<file path="config.mk">
export PLATFORM = sky130hd
export DESIGN_NAME = cmp_toggle_timer
export DESIGN_NICKNAME = d
export VERILOG_FILES = /design/src/rtl/tmr_pkg.sv /design/src/rtl/tmr_regs.sv /design/src/rtl/tmr_counter.sv /design/src/rtl/tmr_flag.sv /design/src/rtl/tmr_outunit.sv /design/src/rtl/cmp_toggle_timer.sv
export SDC_FILE = /design/constraint.sdc
export NUM_CORES = 1
export LEC_CHECK = 0
export BUFFER_PORTS_ARGS = -buffer_cell sky130_fd_sc_hd__buf_2
export CORE_MARGIN = 2
export CORE_UTILIZATION = 25
export DETAILED_ROUTE_END_ITERATION = 12
export PLACE_DENSITY = 0.42
export SLEW_MARGIN = 10
export SYNTH_ARGS = -nofsm -noshare
export SYNTH_HDL_FRONTEND = slang
export SYNTH_SLANG_ARGS = --single-unit
</file>
<file path="constraint.sdc">
create_clock -name clk -period 5.25 [get_ports clk]
set_input_delay 0.7875 -clock clk [delete_from_list [all_inputs] [get_ports clk]]
set_output_delay 0.7875 -clock clk [all_outputs]
set_load 0.02 [all_outputs]
</file>
<file path="src/rtl/tmr_pkg.sv">
// Shared types and register-map constants for the compare timer.
// Assumes a single-bit register select on the write port.
package tmr_pkg;
    typedef enum logic [1:0] {
        MODE_STOP = 2'b00,
        MODE_UP   = 2'b01,
        MODE_CONT = 2'b10,
        MODE_UPDN = 2'b11
    } tmr_mode_e;

    localparam logic SEL_CTRL   = 1'b0;
    localparam logic SEL_PERIOD = 1'b1;
    localparam int   CTRL_TOG_BIT = 2;
    localparam int   NUM_FLAGS    = 2;
    localparam int   FLAG_CMP     = 0;
    localparam int   FLAG_OVF     = 1;
endpackage

</file>
<file path="src/rtl/tmr_regs.sv">
// Control and period registers, loaded through the parallel write port.
// Also flags a write that enters up/down mode from any other mode.
// Assumes CNT_W > CTRL_TOG_BIT + 1.
module tmr_regs
    import tmr_pkg::*;
#(
    parameter int CNT_W = 16
) (
    input  logic             clk,
    input  logic             rst_n,
    input  logic             wr_en,
    input  logic             wr_sel,
    input  logic [CNT_W-1:0] wr_data,
    output tmr_mode_e        mode,
    output logic             tog_en,
    output logic [CNT_W-1:0] period,
    output logic             enter_updn
);
    logic      ctrl_wr;
    tmr_mode_e mode_wdata;
    logic      unused_ctrl_bits;

    assign ctrl_wr          = wr_en && (wr_sel == SEL_CTRL);
    assign mode_wdata       = tmr_mode_e'(wr_data[1:0]);
    assign unused_ctrl_bits = ^wr_data[CNT_W-1:CTRL_TOG_BIT+1];

    // Detect a control write that switches into up/down mode.
    always_comb begin
        enter_updn = ctrl_wr && (mode_wdata == MODE_UPDN) && (mode != MODE_UPDN);
    end

    // Load the control fields on a control write.
    always_ff @(posedge clk) begin
        if (!rst_n) begin
            mode   <= MODE_STOP;
            tog_en <= 1'b0;
        end else if (ctrl_wr) begin
            mode   <= mode_wdata;
            tog_en <= wr_data[CTRL_TOG_BIT];
        end
    end

    // Load the period on a period write.
    always_ff @(posedge clk) begin
        if (!rst_n) begin
            period <= '0;
        end else if (wr_en && (wr_sel == SEL_PERIOD)) begin
            period <= wr_data;
        end
    end

    // a control write is visible at the next edge
    a_r10_mode_load: assert property (@(posedge clk) disable iff (!rst_n)
        (wr_en && wr_sel == SEL_CTRL) |=> (mode == tmr_mode_e'($past(wr_data[1:0]))));
    // a period write is visible at the next edge
    a_r10_period_load: assert property (@(posedge clk) disable iff (!rst_n)
        (wr_en && wr_sel == SEL_PERIOD) |=> (period == $past(wr_data)));
endmodule

</file>
<file path="src/rtl/tmr_counter.sv">
// Count engine for stop, up, continuous and up/down modes.
// Produces one-cycle compare and overflow event strobes on the ticks
// that cause them. Direction bit: 0 = upward, 1 = downward.
// Assumes the period is nonzero when compare events are wanted.
module tmr_counter
    import tmr_pkg::*;
#(
    parameter int CNT_W = 16
) (
    input  logic             clk,
    input  logic             rst_n,
    input  logic             tick,
    input  tmr_mode_e        mode,
    input  logic [CNT_W-1:0] period,
    input  logic             enter_updn,
    output logic [CNT_W-1:0] count,
    output logic             cmp_evt,
    output logic             ovf_evt
);
    localparam logic [CNT_W-1:0] ONE  = {{(CNT_W-1){1'b0}}, 1'b1};
    localparam logic [CNT_W-1:0] ZERO = '0;
    localparam logic [CNT_W-1:0] MAXV = '1;

    logic             dir_down;
    logic             dir_nx;
    logic [CNT_W-1:0] cnt_nx;
    logic             step;

    assign step = tick && (mode != MODE_STOP);

    // Next count, next direction and overflow event for the active mode.
    always_comb begin
        cnt_nx  = count;
        dir_nx  = dir_down;
        ovf_evt = 1'b0;
        if (step) begin
            unique case (mode)
                MODE_UP: begin
                    if (count >= period) begin
                        cnt_nx  = ZERO;
                        ovf_evt = 1'b1;
                    end else begin
                        cnt_nx = count + ONE;
                    end
                end
                MODE_CONT: begin
                    cnt_nx  = count + ONE;
                    ovf_evt = (count == MAXV);
                end
                MODE_UPDN: begin
                    if (!dir_down) begin
                        if (count >= period) begin
                            dir_nx = 1'b1;
                            cnt_nx = (count == ZERO) ? ZERO : count - ONE;
                        end else begin
                            cnt_nx = count + ONE;
                        end
                    end else begin
                        if (count == ZERO) begin
                            dir_nx = 1'b0;
                            cnt_nx = (period == ZERO) ? ZERO : ONE;
                        end else begin
                            cnt_nx  = count - ONE;
                            ovf_evt = (count == ONE);
                        end
                    end
                end
                default: cnt_nx = count;
            endcase
        end
    end

    // Compare event: the count steps from period-1 up to the period.
    always_comb begin
        cmp_evt = step && (period != ZERO) && (count == period - ONE)
                  && !((mode == MODE_UPDN) && dir_down);
    end

    // Register the count and the direction.
    always_ff @(posedge clk) begin
        if (!rst_n) begin
            count    <= '0;
            dir_down <= 1'b0;
        end else begin
            count    <= cnt_nx;
            dir_down <= enter_updn ? 1'b0 : dir_nx;
        end
    end

    // reset clears the count
    a_r1_count_reset: assert property (@(posedge clk)
        !rst_n |=> (count == ZERO));
    // no step means no change
    a_r2_hold: assert property (@(posedge clk) disable iff (!rst_n)
        !step |=> $stable(count));
    // up mode below the period advances by one
    a_r3_up_step: assert property (@(posedge clk) disable iff (!rst_n)
        (step && mode == MODE_UP && count < period) |=> (count == $past(count) + ONE));
    // continuous overflow lands on zero
    a_r4_cont_wrap: assert property (@(posedge clk) disable iff (!rst_n)
        (ovf_evt && mode == MODE_CONT) |=> (count == ZERO));
    // up/down overflow comes only from a count of one
    a_r5_updn_ovf: assert property (@(posedge clk) disable iff (!rst_n)
        (ovf_evt && mode == MODE_UPDN) |-> (count == ONE));
    // after a compare event the count equals the period
    a_r6_cmp_lands: assert property (@(posedge clk) disable iff (!rst_n)
        cmp_evt |=> (count == $past(period)));
endmodule

</file>
<file path="src/rtl/tmr_flag.sv">
// One sticky interrupt flag: set by an event strobe, cleared by a
// write-one-to-clear pulse; a set in the same cycle wins over the clear.
module tmr_flag (
    input  logic clk,
    input  logic rst_n,
    input  logic set,
    input  logic clr,
    output logic flag
);
    // Update the flag with set taking priority over clear.
    always_ff @(posedge clk) begin
        if (!rst_n)   flag <= 1'b0;
        else if (set) flag <= 1'b1;
        else if (clr) flag <= 1'b0;
    end

    // a set event always leaves the flag high
    a_r8_set_wins: assert property (@(posedge clk) disable iff (!rst_n)
        set |=> flag);
    // a clear with no set drops the flag
    a_r8_clear: assert property (@(posedge clk) disable iff (!rst_n)
        (clr && !set) |=> !flag);
endmodule

</file>
<file path="src/rtl/tmr_outunit.sv">
// Compare output stage: inverts the pin level on each compare event
// while toggle output is enabled, otherwise holds the level.
module tmr_outunit (
    input  logic clk,
    input  logic rst_n,
    input  logic tog_en,
    input  logic cmp_evt,
    output logic out_pin
);
    // Toggle the output level on enabled compare events.
    always_ff @(posedge clk) begin
        if (!rst_n)                  out_pin <= 1'b0;
        else if (tog_en && cmp_evt)  out_pin <= ~out_pin;
    end

    // enabled compare inverts the pin
    a_r7_toggle: assert property (@(posedge clk) disable iff (!rst_n)
        (tog_en && cmp_evt) |=> (out_pin != $past(out_pin)));
    // otherwise the pin holds
    a_r7_hold: assert property (@(posedge clk) disable iff (!rst_n)
        !(tog_en && cmp_evt) |=> $stable(out_pin));
endmodule

</file>
<file path="src/rtl/cmp_toggle_timer.sv">
// Top of the multi-mode compare timer. Wires the register block, the
// count engine, the two sticky flags and the toggle output stage.
// Assumes tick is synchronous to clk; all state uses synchronous reset.
module cmp_toggle_timer
    import tmr_pkg::*;
#(
    parameter int CNT_W = 16
) (
    input  logic             clk,
    input  logic             rst_n,
    input  logic             tick,
    input  logic             wr_en,
    input  logic             wr_sel,
    input  logic [CNT_W-1:0] wr_data,
    input  logic             cmp_clr,
    input  logic             ovf_clr,
    output logic [CNT_W-1:0] count,
    output logic             cmp_flag,
    output logic             ovf_flag,
    output logic             out_pin
);
    tmr_mode_e        mode;
    logic             tog_en;
    logic [CNT_W-1:0] period;
    logic             enter_updn;
    logic             cmp_evt;
    logic             ovf_evt;
    logic [NUM_FLAGS-1:0] flag_set;
    logic [NUM_FLAGS-1:0] flag_clr;
    logic [NUM_FLAGS-1:0] flag_q;

    tmr_regs #(.CNT_W(CNT_W)) u_regs (
        .clk(clk), .rst_n(rst_n), .wr_en(wr_en), .wr_sel(wr_sel),
        .wr_data(wr_data), .mode(mode), .tog_en(tog_en),
        .period(period), .enter_updn(enter_updn)
    );

    tmr_counter #(.CNT_W(CNT_W)) u_counter (
        .clk(clk), .rst_n(rst_n), .tick(tick), .mode(mode),
        .period(period), .enter_updn(enter_updn), .count(count),
        .cmp_evt(cmp_evt), .ovf_evt(ovf_evt)
    );

    assign flag_set[FLAG_CMP] = cmp_evt;
    assign flag_set[FLAG_OVF] = ovf_evt;
    assign flag_clr[FLAG_CMP] = cmp_clr;
    assign flag_clr[FLAG_OVF] = ovf_clr;

    for (genvar g = 0; g < NUM_FLAGS; g++) begin : g_flag
        tmr_flag u_flag (
            .clk(clk), .rst_n(rst_n), .set(flag_set[g]),
            .clr(flag_clr[g]), .flag(flag_q[g])
        );
    end

    assign cmp_flag = flag_q[FLAG_CMP];
    assign ovf_flag = flag_q[FLAG_OVF];

    tmr_outunit u_out (
        .clk(clk), .rst_n(rst_n), .tog_en(tog_en),
        .cmp_evt(cmp_evt), .out_pin(out_pin)
    );

    // reset leaves flags and output low
    a_r1_outputs_reset: assert property (@(posedge clk)
        !rst_n |=> (!cmp_flag && !ovf_flag && !out_pin));
    // a mode write alone does not move the count
    a_r9_keep_count: assert property (@(posedge clk) disable iff (!rst_n)
        (wr_en && wr_sel == SEL_CTRL && !tick) |=> $stable(count));
endmodule

</file>
# == Word-level counts from Yosys, hierarchy flattened ==
# Cells that the tools add are included.
# classes
addsub,3
magnitude_cmp,1
eq_ne,8
n_mux,18
bitwise_logic,3
n_reduce_logical,21
# op_table
cell,count
2-to-1 mux 16 bit,5
one-hot mux 16 bit (3 select lines),1
logical NOT 16 bit,2
"subtractor 16 x 1 -> 16 bit, second input constant",2
"adder 16 x 1 -> 16 bit, second input constant",1
"equality test 16 x 1 -> 1 bit, second input constant",1
equality test 16 bit,1
"equality test 16 bit, second input constant",1
greater-or-equal comparator 16 bit,1
nonzero test 16 bit,1
2-to-1 mux 1 bit,11
logical AND 1 bit,10
"equality test 2 bit, second input constant",3
nonzero test 2 bit,3
AND reduction 2 bit,2
inverter 1 bit,3
one-hot mux 1 bit (3 select lines),1
nonzero test 3 bit,1
"equality test 2 x 1 -> 1 bit, second input constant",1
"!= test 2 bit, second input constant",1
OR reduction 2 bit,1
logical NOT 1 bit,1
# word_totals
register_bits,39
input_bits,23
out_inout_bits,19
word_cells,62

# == Depth between registers and ports, before layout ==
# Gate-level depths: netlist (run 1).
# depth
ltp_word,6
depth_mapped,11
depth_no_buf,9

# == Hierarchy ==
# From an unflattened synthesis (run 1), not the netlist that was laid out.
# unflattened
hier_cells,450
hier_area_um2,3323.2
# by_module_without_submodules
mod,instances,cells_per_inst,area_each_um2,seq_area_each_um2
tmr_counter,1,354,2457.4,340.3
tmr_regs,1,85,739.5,380.4
tmr_flag,2,3,41.3,20.0
tmr_outunit,1,5,43.8,20.0

# == Least setup slack after synthesis (run 1) ==
# OpenSTA, ideal clock, no wires.
# synth_path
path_kind,reg2reg
from,register u_counter.count[7]
to,register u_counter.count[13]
setup_time_ps,117
arrival_ps,2567
required_ps,5133
setup_slack_ps,2566
stages_incl_launch_ff,9
path_buffers,2
synth_period_minus_slack_ps,2684
cell_sequence,dfxtp_1 -> buf_2 -> or4_1 -> buf_2 -> or4_4 -> nor3b_4 -> nor3_2 -> a221o_1 -> a32o_1
# synth_between
elab_chain_cells,5
word_cells_on_any_way,10
cone_classes,add/sub (2); order compare (1); mux (6); reduce/logical (1)
# synth_rtl
item,line_no,text
from (decl),tmr_counter.sv:16,"output logic [CNT_W-1:0] count,"
from (signal assigned),tmr_counter.sv:85,count <= cnt_nx;
subtractor 16 x 1 -> 16 bit or logical NOT 16 bit (tied branches),"tmr_counter.sv:54, tmr_counter.sv:63, tmr_counter.sv:59",
2-to-1 mux 16 bit,tmr_counter.sv:54,cnt_nx = (count == ZERO) ? ZERO : count - ONE;
2-to-1 mux 16 bit,tmr_counter.sv:52,if (count >= period) begin
2-to-1 mux 16 bit,tmr_counter.sv:51,if (!dir_down) begin
one-hot mux 16 bit (3 select lines) *,tmr_counter.sv:37,unique case (mode)
# Every way passes the cells marked *; elsewhere a longest branch is shown, timed or not.
# A chain may end at the register's enable or synchronous reset.

# == Final worst setup path (run 1) ==
# layout_path
from,register u_counter.count[9]
to,register u_counter.count[4]
# layout_between
elab_chain_cells,5
word_cells_on_any_way,8
cone_classes,order compare (1); mux (6); reduce/logical (1)
# layout_rtl
item,line_no
branches (longest 4 deep; another with greater-or-equal comparator 16 bit),--
one-hot mux 16 bit (3 select lines) *,tmr_counter.sv:37
# Every way passes the cells marked *.

==> results of run 1 <==
==> sequential cells by signal, summed over array words and instances, names as in the netlist <==
register / flops
u_out.out_pin: 1
u_counter.count: 16
u_regs.period: 16
u_counter.dir_down: 1
g_flag.u_flag.flag: 2
u_regs.mode: 2
u_regs.tog_en: 1
==> logic make-up after synthesis <==
logic type	count (synthesis)	share of synthesized area (%)
simple gates	179	28.2
compound gates	113	24.3
buf+inv	59	7.29
flops	39	24.4
xor+xnor	24	6.58
fa+ha+maj	21	8.23
mux	3	0.940
==> per-stage QoR <==
step           hold WS, ns  total power, µW
3_3_place_gp         0.462              521
3_5_place_dp         0.486              522
4_1_cts              0.493              855
5_1_grt              0.516              892
2_1_floorplan        0.467              465
6_report             0.488              845
==> placed cells by master (no fill, tap or decap), drive strengths merged, types with 6 or more instances in the layout <==
cell type / n
a211oi: 6
a21oi: 36
and2: 6
buf: 43
clkbuf: 8
dfxtp: 39
ha: 21
inv: 28
nand2: 64
nand3: 16
nor2: 33
nor3: 17
nor4: 8
o211ai: 6
o21ai: 11
o22ai: 7
or3: 8
xnor2: 14
xor2: 10
==> area by class of cell <==
cell class | count | area [µm²]
fill | 1417 | 8910
multi-input combinational | 340 | 2180
clock buffer | 8 | 156
timing repair buffer | 43 | 220
tap | 172 | 215
sequential | 39 | 781
inverter | 28 | 105
==> report_power, final <==
part | switching, µW | total, µW | leakage [µW] | internal, µW
Combinational | 121 | 195 | 0.00102 | 74.2
Clock | 126 | 329 | 0.0000772 | 203
Sequential | 17.5 | 322 | 0.000317 | 304
Total | 264 | 845 | 0.00141 | 581
==> routing by layer <==
layer | up-vias | global-route usage (%) | wire length [µm]
li1 | 1619 | - | -
met1 | 1556 | 22.4 | 5080
met2 | 72 | 25.3 | 4790
met3 | 6 | 2.37 | 498
met4 | 0 | 4.00 | 116
met5 | - | 0 | 0
==> path summary, 6_finish.rpt <==
kind / startpoint / end / depth (start not counted)
worst min register to register: u_out.out_pin / u_out.out_pin / 2
worst max-delay path: u_counter.count[9] / u_counter.count[4] / 8
worst min-delay path: u_out.out_pin / u_out.out_pin / 2
worst max register to register: u_counter.count[9] / u_counter.count[4] / 8
==> synthesized netlist by cell type (8+ instances only) <==
| cell | number | area [µm²] |
|---|---|---|
| nand2_1 | 64 | 240 |
| dfxtp_1 | 39 | 781 |
| a21oi_1 | 36 | 180 |
| nor2_1 | 33 | 124 |
| inv_1 | 28 | 105 |
| clkbuf_1 | 23 | 86.3 |
| ha_1 | 21 | 263 |
| nand3_1 | 16 | 80.1 |
| nor3_1 | 15 | 75.1 |
| xnor2_1 | 14 | 123 |
| xor2_1 | 10 | 87.6 |
| o21ai_0 | 9 | 45.0 |
| or3_1 | 8 | 50.1 |
==> critical path, cell delays in order, from the launching register on <==
cell	delay, ns
dfxtp_1	0.69
ha_1	0.35
a21oi_1	0.13
o21ai_0	0.09
a221oi_1	0.49
o211ai_1	0.47
and2_0	0.52
o32a_1	0.42
o22ai_1	0.15
==> metrics.txt, run 1 <==
Initial DRC Count=203; synthesis-to-layout area growth=14.5%; worst reg-to-reg setup slack=1.88 ns; unrepaired setup endpoints after global routing=no; number of flops mapped to enable cells by yosys=0; TritonCTS clock tree=yes; Cell Count, Final, Fillers Out=630; Placed Instance Area=3500 µm²; Gate Count Post-Synth=438; Worst slew margin=36.3%; #FFs+latches synth=39; drt wl/cell=16.6 µm; CTS buffer count=5; endpoints failing setup=0; CTS clk-pin slew, worst paths=0.06 ns; Final Util=29.1%; Worst Setup End Kind=flip-flop; number of remaining DRC errors=0; WS Path Type=reg2reg; largest net degree at the start of global routing=31; # diodes=0; Max Buffers Root-to-Sink=2; starting density of the core=25.4%; time the worst path needs with I/O delays and setup=3.37 ns; CP max FO=15; grt ovf=0; htree depth=2; PostCTS Resize Cnt=0; IO Port Bufs=41; final wirelength=10.5 mm; fmax=297 MHz; Via density=5.16; outcome=finished, final reports clean; Die W=117 µm; FP Rows=41; final period utilization=64.2%; clk_skew=0.00254 ns; Design Area, Final=3660 µm²; actual slew at the worst max-slew pin=0.950 ns; die height=117 µm; DP Cell Count=622; Netlist cell types=63; sequential area share after synthesis=24.4%; DRT Pass-1 Iters=4; WP data required=5.46 ns; CORE AREA=12600 µm²; Layout Nets=501; share of cells above drive strength 1=12.4%; Mapped Area=3190 µm²; antenna viol nets, final=0; worst skew pair latency=0.28 ns; Avg Inst Size Synth=7.29 µm²; vias in the first global route=3023; leakage=0.00141 µW; TNS Setup=0 ns; clk sinks=39; Post-CTS Setup Inserts=0; Top FF cell, synth=dfxtp_1; Placer Congestion=0.905; pwr dens=231 nW/µm²; initial antenna violation count=0; total track usage=15.8%; clock root cell=clkbuf_16; Hold Buf Count CTS=0; startpoint types=flip-flop; asr flop ratio synth=0%; hpwl dp=7.83 mm; total number of yosys warnings=0; CP arrival=3.58 ns; Syn Nets=482; routed vias=3253; max-slew violations=0; first-pass GRT wire length=16.7 mm; Peak VDD IR=0.000106 V; area of the die=13700 µm²; PnR worst setup slack=1.88 ns; Hold WC Path Type=reg2reg; I/O Pins=42; pre-CTS setup slack=1.92 ns; max cap viols=0; Fin. Hold Viols=0
Note: power is estimated with default switching activity, not from simulation.
==> inputs of run 2 (changes only) <==
PLACE_DENSITY = 0.43   (was 0.42)
clock period = 2.9 ns   (was 5.25 ns; I/O delays follow)
==> metrics.txt, run 2 (synthesized netlist as in run 1, its figures left out) <==
CTS clk-pin slew, worst paths=0.07 ns; Placer Congestion=0.854; endpoints failing setup=0; max-slew violations=0; Layout Nets=539; CORE AREA=12600 µm²; area of the die=13700 µm²; CP max FO=6; Worst path top cell family by delay=simple AND/OR/NAND/NOR gates; Worst slew margin=56.7%; antenna viol nets, final=0; Via density=5.10; WP data required=3.08 ns; outcome=finished, final reports clean; Regs by FF count=u_counter.count: 16 flops, u_regs.period: 16 flops; number of remaining DRC errors=0; commonest non-fill, non-tap cells in the layout=nand2_1 (64), buf_2 (41), buf_4 (40), dfxtp_1 (39), a21oi_1 (36); I/O Pins=42; leakage=0.00164 µW; startpoint types=flip-flop; fmax=369 MHz; worst reg-to-reg setup slack=0.19 ns; pwr dens=431 nW/µm²; grt ovf=0; Peak VDD IR=0.000247 V; starting density of the core=25.4%; Design Power=1720 µW; Max Buffers Root-to-Sink=2; clk sinks=39; clock root cell=clkbuf_16; share of cells above drive strength 1=19.6%; vias in the first global route=3142; Placed Instance Area=3790 µm²; synthesis-to-layout area growth=25.0%; actual slew at the worst max-slew pin=0.644 ns; FP Rows=41; Hold WC Path Type=in2reg; max cap viols=0; drt wl/cell=16.7 µm; WS Path Type=reg2reg; register area=781 µm²; reg2reg path depth=7; hpwl dp=8.42 mm; htree depth=2; routed vias=3409; CTS buffer count=5; Fin. Hold Viols=0; clk_skew=0.00622 ns; Initial DRC Count=225; CP Cell Sequence=or4_1, or4_4, nor3b_4, nor2_1, o21ai_2, o221ai_1, a32o_1; final period utilization=93.5%; initial antenna violation count=0; # diodes=0; DRT Pass-1 Iters=5; Design Area, Final=3990 µm²; unrepaired setup endpoints after global routing=yes; multi-input logic area=2190 µm²; worst r2r src=u_counter.count[5]; end of the worst register-to-register path=u_counter.count[5]; first-pass GRT wire length=17.5 mm; largest net degree at the start of global routing=26; Final Util=31.8%; Worst Setup End Kind=flip-flop; TritonCTS clock tree=yes; WHS Endpoint=u_regs.period[4]; TNS Setup=0 ns; final wirelength=11.2 mm; Hold Path Origin=wr_data[4]; die height=117 µm; commonest non-fill, non-tap cell in the layout=nand2_1; total track usage=16.8%; Die W=117 µm; WP buf/inv=0; CP max-delay cell=or4_1; CP max stage delay=0.60 ns; fillers=1371; worst skew pair latency=0.30 ns; WHS=0.370 ns; IO Port Bufs=41; hold path depth=3; CP arrival=2.90 ns; time the worst path needs with I/O delays and setup=2.71 ns
-- run 2: final cells by class --
class | count | share of cell area, %
Clock buffer | 5 | 3.13
Clock inverter | 3 | 1.69
Inverter | 28 | 2.63
Multi-Input combinational cell | 340 | 54.9
Sequential cell | 39 | 19.5
Tap cell | 172 | 5.39
Timing Repair Buffer | 81 | 12.7
-- run 2: how the worst max path moves through the flow --
stage / startpoint / to / cells past startpoint / slack, ns
after global placement: u_counter.count[6] / u_counter.count[13] / 6 / 0.17
after floorplan: u_counter.count[7] / u_counter.count[13] / 8 / 0.22
after detailed placement: u_regs.period[9] / u_counter.count[15] / 9 / 0.20
after global routing: u_regs.period[3] / u_out.out_pin / 7 / -0.01
after CTS: u_regs.period[9] / u_counter.count[15] / 9 / 0.17
final: u_counter.count[5] / u_counter.count[5] / 7 / 0.19
-- run 2: metrics by stage --
step	setup slack (ns)	instances
6_report	0.188	668
5_1_grt	-0.0116	668
4_1_cts	0.174	668
3_5_place_dp	0.203	660
3_3_place_gp	0.171	660
2_1_floorplan	0.216	438
-- run 2: repair_timing --
action,CTS,global route
endpoints found under the setup margin,0,9
hold buffers,0,0
setup buffers,0,0
resized for setup,0,3
-- run 2: where the power goes --
group	switching (µW)	leakage (µW)	internal [µW]
Sequential	14.7	0.000317	551
Combinational	246	0.00123	162
Clock	254	0.0000900	494
Total	515	0.00164	1210
-- run 2: worst min-delay path, delay by kind of cell --
kind                   cells  cell delay (ns)
AO/OA/AOI/OAI              1             0.05
buffers and inverters      1             0.09
AND/OR/NAND/NOR            1             0.04
-- run 2: per-layer routing --
metal | vias to the layer above | track usage, % | routed length, µm
li1 | 1702 | - | -
met3 | 13 | 2.52 | 558
met4 | 0 | 5.96 | 216
met2 | 96 | 27.4 | 5180
met5 | - | 0 | 0
met1 | 1598 | 22.7 | 5220
